`src/rtl/sertx_pkg.sv`:
```
package sertx_pkg;

  typedef enum logic [1:0] {
    ST_IDLE  = 2'd0,
    ST_START = 2'd1,
    ST_BITS  = 2'd2,
    ST_STOP  = 2'd3
  } tx_state_e;

  // number of bit slots between start and stop for a given length select
  function automatic int unsigned slot_count(input logic long_fmt, input int unsigned word_w);
    return long_fmt ? word_w : word_w - 1;
  endfunction

  // running parity: fold one more sent bit into the accumulator
  function automatic logic par_step(input logic acc, input logic bit_in);
    return acc ^ bit_in;
  endfunction

endpackage

```
`src/rtl/sertx_hold.sv`:
```
module sertx_hold #(
  parameter int unsigned WORD_W = 9
) (
  input  logic              clk,
  input  logic              rst_n,
  input  logic              wr_en,
  input  logic [WORD_W-1:0] wr_data,
  input  logic              take,
  output logic              full,
  output logic [WORD_W-1:0] data
);

  logic              full_q;
  logic [WORD_W-1:0] data_q;
  logic              accept;

  // a write only lands when the slot is free; otherwise it is dropped
  assign accept = wr_en && !full_q;

  always_ff @(posedge clk or negedge rst_n) begin
    if (!rst_n) begin
      full_q <= 1'b0;
      data_q <= '0;
    end else if (accept) begin
      full_q <= 1'b1;
      data_q <= wr_data;
    end else if (take) begin
      full_q <= 1'b0;
    end
  end

  assign full = full_q;
  assign data = data_q;

endmodule

```
`src/rtl/sertx_shift.sv`:
```
module sertx_shift
  import sertx_pkg::*;
#(
  parameter int unsigned WORD_W = 9
) (
  input  logic              clk,
  input  logic              rst_n,
  input  logic              baud_tick,
  input  logic              hold_full,
  input  logic [WORD_W-1:0] hold_data,
  input  logic              par_en,
  input  logic              par_odd,
  input  logic              len_long,
  output logic              take,
  output logic              txd,
  output logic              busy
);

  localparam int unsigned CNT_W = $clog2(WORD_W + 1);

  tx_state_e         state_q;
  logic [WORD_W-1:0] shreg_q;
  logic [CNT_W-1:0]  cnt_q;
  logic [CNT_W-1:0]  last_q;
  logic              acc_q;
  logic              pen_q;
  logic              ready;
  logic              at_last;
  logic              par_slot;
  logic [CNT_W-1:0]  last_new;

  assign ready    = (state_q == ST_IDLE) || (state_q == ST_STOP);
  assign take     = baud_tick && hold_full && ready;
  assign at_last  = (cnt_q == last_q);
  assign par_slot = pen_q && at_last;
  assign last_new = CNT_W'(slot_count(len_long, WORD_W) - 1);
  assign busy     = (state_q != ST_IDLE);

  always_comb begin
    case (state_q)
      ST_START: txd = 1'b0;
      ST_BITS:  txd = par_slot ? acc_q : shreg_q[0];
      default:  txd = 1'b1;
    endcase
  end

  always_ff @(posedge clk or negedge rst_n) begin
    if (!rst_n) begin
      state_q <= ST_IDLE;
      shreg_q <= '0;
      cnt_q   <= '0;
      last_q  <= '0;
      acc_q   <= 1'b0;
      pen_q   <= 1'b0;
    end else if (take) begin
      state_q <= ST_START;
      shreg_q <= hold_data;
      cnt_q   <= '0;
      last_q  <= last_new;
      acc_q   <= par_odd;
      pen_q   <= par_en;
    end else if (baud_tick) begin
      case (state_q)
        ST_START: state_q <= ST_BITS;
        ST_BITS: begin
          acc_q   <= par_step(acc_q, shreg_q[0]);
          shreg_q <= shreg_q >> 1;
          cnt_q   <= cnt_q + 1'b1;
          if (at_last) state_q <= ST_STOP;
        end
        ST_STOP: state_q <= ST_IDLE;
        default: ;
      endcase
    end
  end

endmodule

```
`src/rtl/sertx_top.sv`:
```
module sertx_top #(
  parameter int unsigned WORD_W = 9
) (
  input  logic              clk,
  input  logic              rst_n,
  input  logic              baud_tick,
  input  logic              wr_en,
  input  logic [WORD_W-1:0] wr_data,
  input  logic              par_en,
  input  logic              par_odd,
  input  logic              len_long,
  output logic              txd,
  output logic              hold_empty,
  output logic              line_done
);

  logic              load_evt;
  logic              hold_full;
  logic [WORD_W-1:0] hold_data;
  logic              busy;

  sertx_hold #(.WORD_W(WORD_W)) hold_i (
    .clk     (clk),
    .rst_n   (rst_n),
    .wr_en   (wr_en),
    .wr_data (wr_data),
    .take    (load_evt),
    .full    (hold_full),
    .data    (hold_data)
  );

  sertx_shift #(.WORD_W(WORD_W)) shift_i (
    .clk       (clk),
    .rst_n     (rst_n),
    .baud_tick (baud_tick),
    .hold_full (hold_full),
    .hold_data (hold_data),
    .par_en    (par_en),
    .par_odd   (par_odd),
    .len_long  (len_long),
    .take      (load_evt),
    .txd       (txd),
    .busy      (busy)
  );

  assign hold_empty = !hold_full;
  assign line_done  = !busy && !hold_full;

endmodule

```
`config.mk`:
```
export PLATFORM = sky130hd
export DESIGN_NAME = sertx_top
export DESIGN_NICKNAME = d
export VERILOG_FILES = /design/src/rtl/sertx_pkg.sv /design/src/rtl/sertx_hold.sv /design/src/rtl/sertx_shift.sv /design/src/rtl/sertx_top.sv
export SDC_FILE = /design/constraint.sdc
export NUM_CORES = 1
export LEC_CHECK = 0
export BUFFER_PORTS_ARGS = -buffer_cell sky130_fd_sc_hd__buf_2
export CORE_MARGIN = 2
export CORE_UTILIZATION = 56
export DETAILED_ROUTE_END_ITERATION = 8
export PLACE_DENSITY = 0.78
export SLEW_MARGIN = 10
export SYNTH_ARGS = -nofsm -noshare
export SYNTH_HDL_FRONTEND = slang
export SYNTH_SLANG_ARGS = --single-unit
```
`constraint.sdc`:
```
create_clock -name clk -period 2.2 [get_ports clk]
set_clock_uncertainty 0.2 [all_clocks]
set_input_delay 0.33 -clock clk [delete_from_list [all_inputs] [get_ports clk]]
set_output_delay 0.33 -clock clk [all_outputs]
set_load 0.005 [all_outputs]
```
==> impl_metrics.tcl <==
set metrics [dict create \
    status "finished, final reports clean" \
    timing.critical_path.buf_inv 1 \
    globalRouteOverflowTotal 0 \
    rows 18 \
    fp.dieH_um 54.9 \
    cp_cell_sequence "nor4_4 -> o211ai_1 -> mux2i_1 -> mux2i_1 -> buf_2" \
    drt_iter0_markers 20 \
    synth_area_leaders "dfrtp_1, mux2_2, ha_1" \
    multi_input_area_um2 679 \
    drtAntennaViolNets 0 \
    yosysMostFrequentCell "dfrtp_1" \
    die_w_um 54.9 \
    syn_area_um2 1450 \
    min_period_over_period 0.985 \
    final_nets 181 \
    ios 19 \
    crit_slowest_cell "dfrtp_2" \
    syn_area_per_cell_um2 10.9 \
    hold_class "input pin to register" \
    path_class "register to primary output" \
    drc 0 \
    clk_path_buf_depth 2 \
    crit_top_cell "mux2i_1" \
    core_area_um2 2450 \
    final_util 0.690 \
    setup_viol 0 \
    synth_seq_area_share 0.500 \
    critPathLaunchType "register" \
    first_global_vias 961 \
    dpl.cell_count 178 \
    ys.warnings.count 0 \
    grt.total_usage 0.220 \
    start_util 0.591 \
    drive_above_1_share 0.302 \
    critical_path.max_fanout 5 \
    layout_setup_ws_ns 0.0330 \
    cp_slowest_stage_delay_ns 0.45 \
    end_kind "primary output" \
    cts-htree-levels 2 \
    vias_per_cell 5.58 \
    final_cell_area_um2 1690 \
    period_needed_ns 2.17 \
    syn_nets 156 \
    yosysTopAreaCellShare 0.500 \
    clock_sinks 29 \
    dp_slack_ns 0.230 \
    worst_pin_slew_ns 0.635 \
    clkTransAtPathRegs_ns 0.09 \
    power_density_nw_per_um2 1480 \
    instances_no_fill 189 \
    timing.slew.headroom 0.577 \
    vias 1054 \
    grt_first_pass_wirelength_um 4470 \
    hold_violations 0 \
    synth_common_cells "dfrtp_1, nand2_1, a21oi_1, nor2_1, o22ai_1" \
    n_fill_cell 202 \
    port-buffer-count 18 \
    totalWireLength_um 2720 \
    gp_congestion 0.816 \
    dpl.hpwl_um 1920 \
    path_delay_family "flip-flops" \
    fmax_ghz 0.461 \
    synth_ff_type "dfrtp_1" \
    peakVddDrop_v 0.000908 \
    cts_made_buffers 5 \
    async_reset_ff_frac 1.00 \
    grt_setup_unrepaired "yes" \
    grt_max_degree 30 \
    slew_violations 0 \
    synth-seq-cells 29 \
    first_pass_iters 4 \
    diodes 0 \
    required_ns 1.67 \
    seqCellArea_um2 729 \
    syn_to_final_growth_pct 16.8 \
    synth_top_area_cell "dfrtp_1" \
    antenna_found_initial 0 \
    cts_tree "built" \
    syn_inst 133 \
    clock_latency_ns 0.33 \
    synth_edf_count 0 \
    die_area_um2 3010 \
    power_uw 2510 \
    cap_violations 0 \
    clockRootBuffer "clkbuf_4" \
    avgRoutedWirePerCell_um 14.4 \
    place_area_um2 1580 \
    power_leakage_uw 0.000780 \
    cp_data_arrival_time_ns 1.64 \
    ys_types 32 \
]
[per-stage QoR]
step | setup TNS (ns) | hold WS, ns
floorplan | 0 | -0.166
CTS | 0 | 0.00435
detailed placement | 0 | 0.195
finish | 0 | 0.00866
global placement | 0 | 0.183
global route | -0.0741 | 0.0109
[kinds of logic after synthesis]
kind of cell | synth area share
adders and majority gates | 0.0604
AOI/OAI and AO/OA | 0.142
and+or+nand+nor | 0.141
buffers and inverters | 0.0328
DFF | 0.500
muxes | 0.0984
xor gates and xnor gates | 0.0250
[worst reg2reg max path: cells and delay by family, from the launching register on]
kind	cells	cell delay, ns
flip-flops	1	0.44
AND/OR/NAND/NOR	3	0.64
buffers and inverters	1	0.12
adder cells (fa/ha/maj)	1	0.35
AO/OA/AOI/OAI	1	0.14
[metal layers]
layer,wire [um],GRT usage
met1,1260,0.298
met2,1300,0.319
met3,100,0.0683
met4,55,0.100
met5,0,0
[cells in the final DEF, fill, tap and decap left out, drive strengths merged]
cell type,count
a2111o,1
a21o,1
a21oi,11
a22oi,1
a31oi,1
and2,1
and4,1
buf,23
bufinv,1
clkbuf,7
dfrtp,29
dlygate4sd3,2
ha,7
inv,4
mux2,10
mux2i,3
nand2,14
nand2b,1
nand3,4
nand4,2
nor2,11
nor2b,3
nor4,1
nor4b,1
o211ai,1
o21a,2
o21ai,4
o22ai,9
o31ai,1
xnor2,1
xor2,1
[final timing paths]
path | start | end | slack [ns] | cells after the start
max in group asynchronous | rst_n | shift_i.cnt_q[1] | 1.00 | 2
min in group asynchronous | rst_n | shift_i.last_q[3] | 0.34 | 2
hold / removal | wr_data[1] | hold_i.data[1] | 0.009 | 2
setup reg to reg | shift_i.state_q[0] | shift_i.last_q[2] | 0.20 | 6
hold reg to reg | shift_i.pen_q | shift_i.pen_q | 0.29 | 2
setup / recovery | shift_i.cnt_q[1] | txd | 0.03 | 5
[power by group]
part	switching, uW	internal [uW]
clock network	188	271
logic	542	523
registers	199	783
[cell type report]
class | count | area share
Inverter | 4 | 0.00886
Sequential cell | 29 | 0.431
Tap cell | 30 | 0.0222
Clock inverter | 1 | 0.0177
Clock buffer | 7 | 0.0325
Multi-Input combinational cell | 93 | 0.401
Timing Repair Buffer | 25 | 0.0871
[flip-flops by register name, summed over array words and instances, names as in the netlist]
signal,flops
hold_i.data,9
hold_i.full,1
shift_i.acc_q,1
shift_i.cnt_q,4
shift_i.last_q,2
shift_i.pen_q,1
shift_i.shreg_q,9
shift_i.state_q,2
[timing repair]
| item | CTS | global route |
|---|---|---|
| hold endpoints to repair | 30 | 0 |
| pin swaps | 0 | 2 |
| gates resized for setup | 1 | 3 |
| setup buffers | 0 | 1 |
| hold buffers | 2 | 0 |
| setup endpoints to repair | 1 | 1 |
No activity file was read; power rests on OpenSTA's default activity.
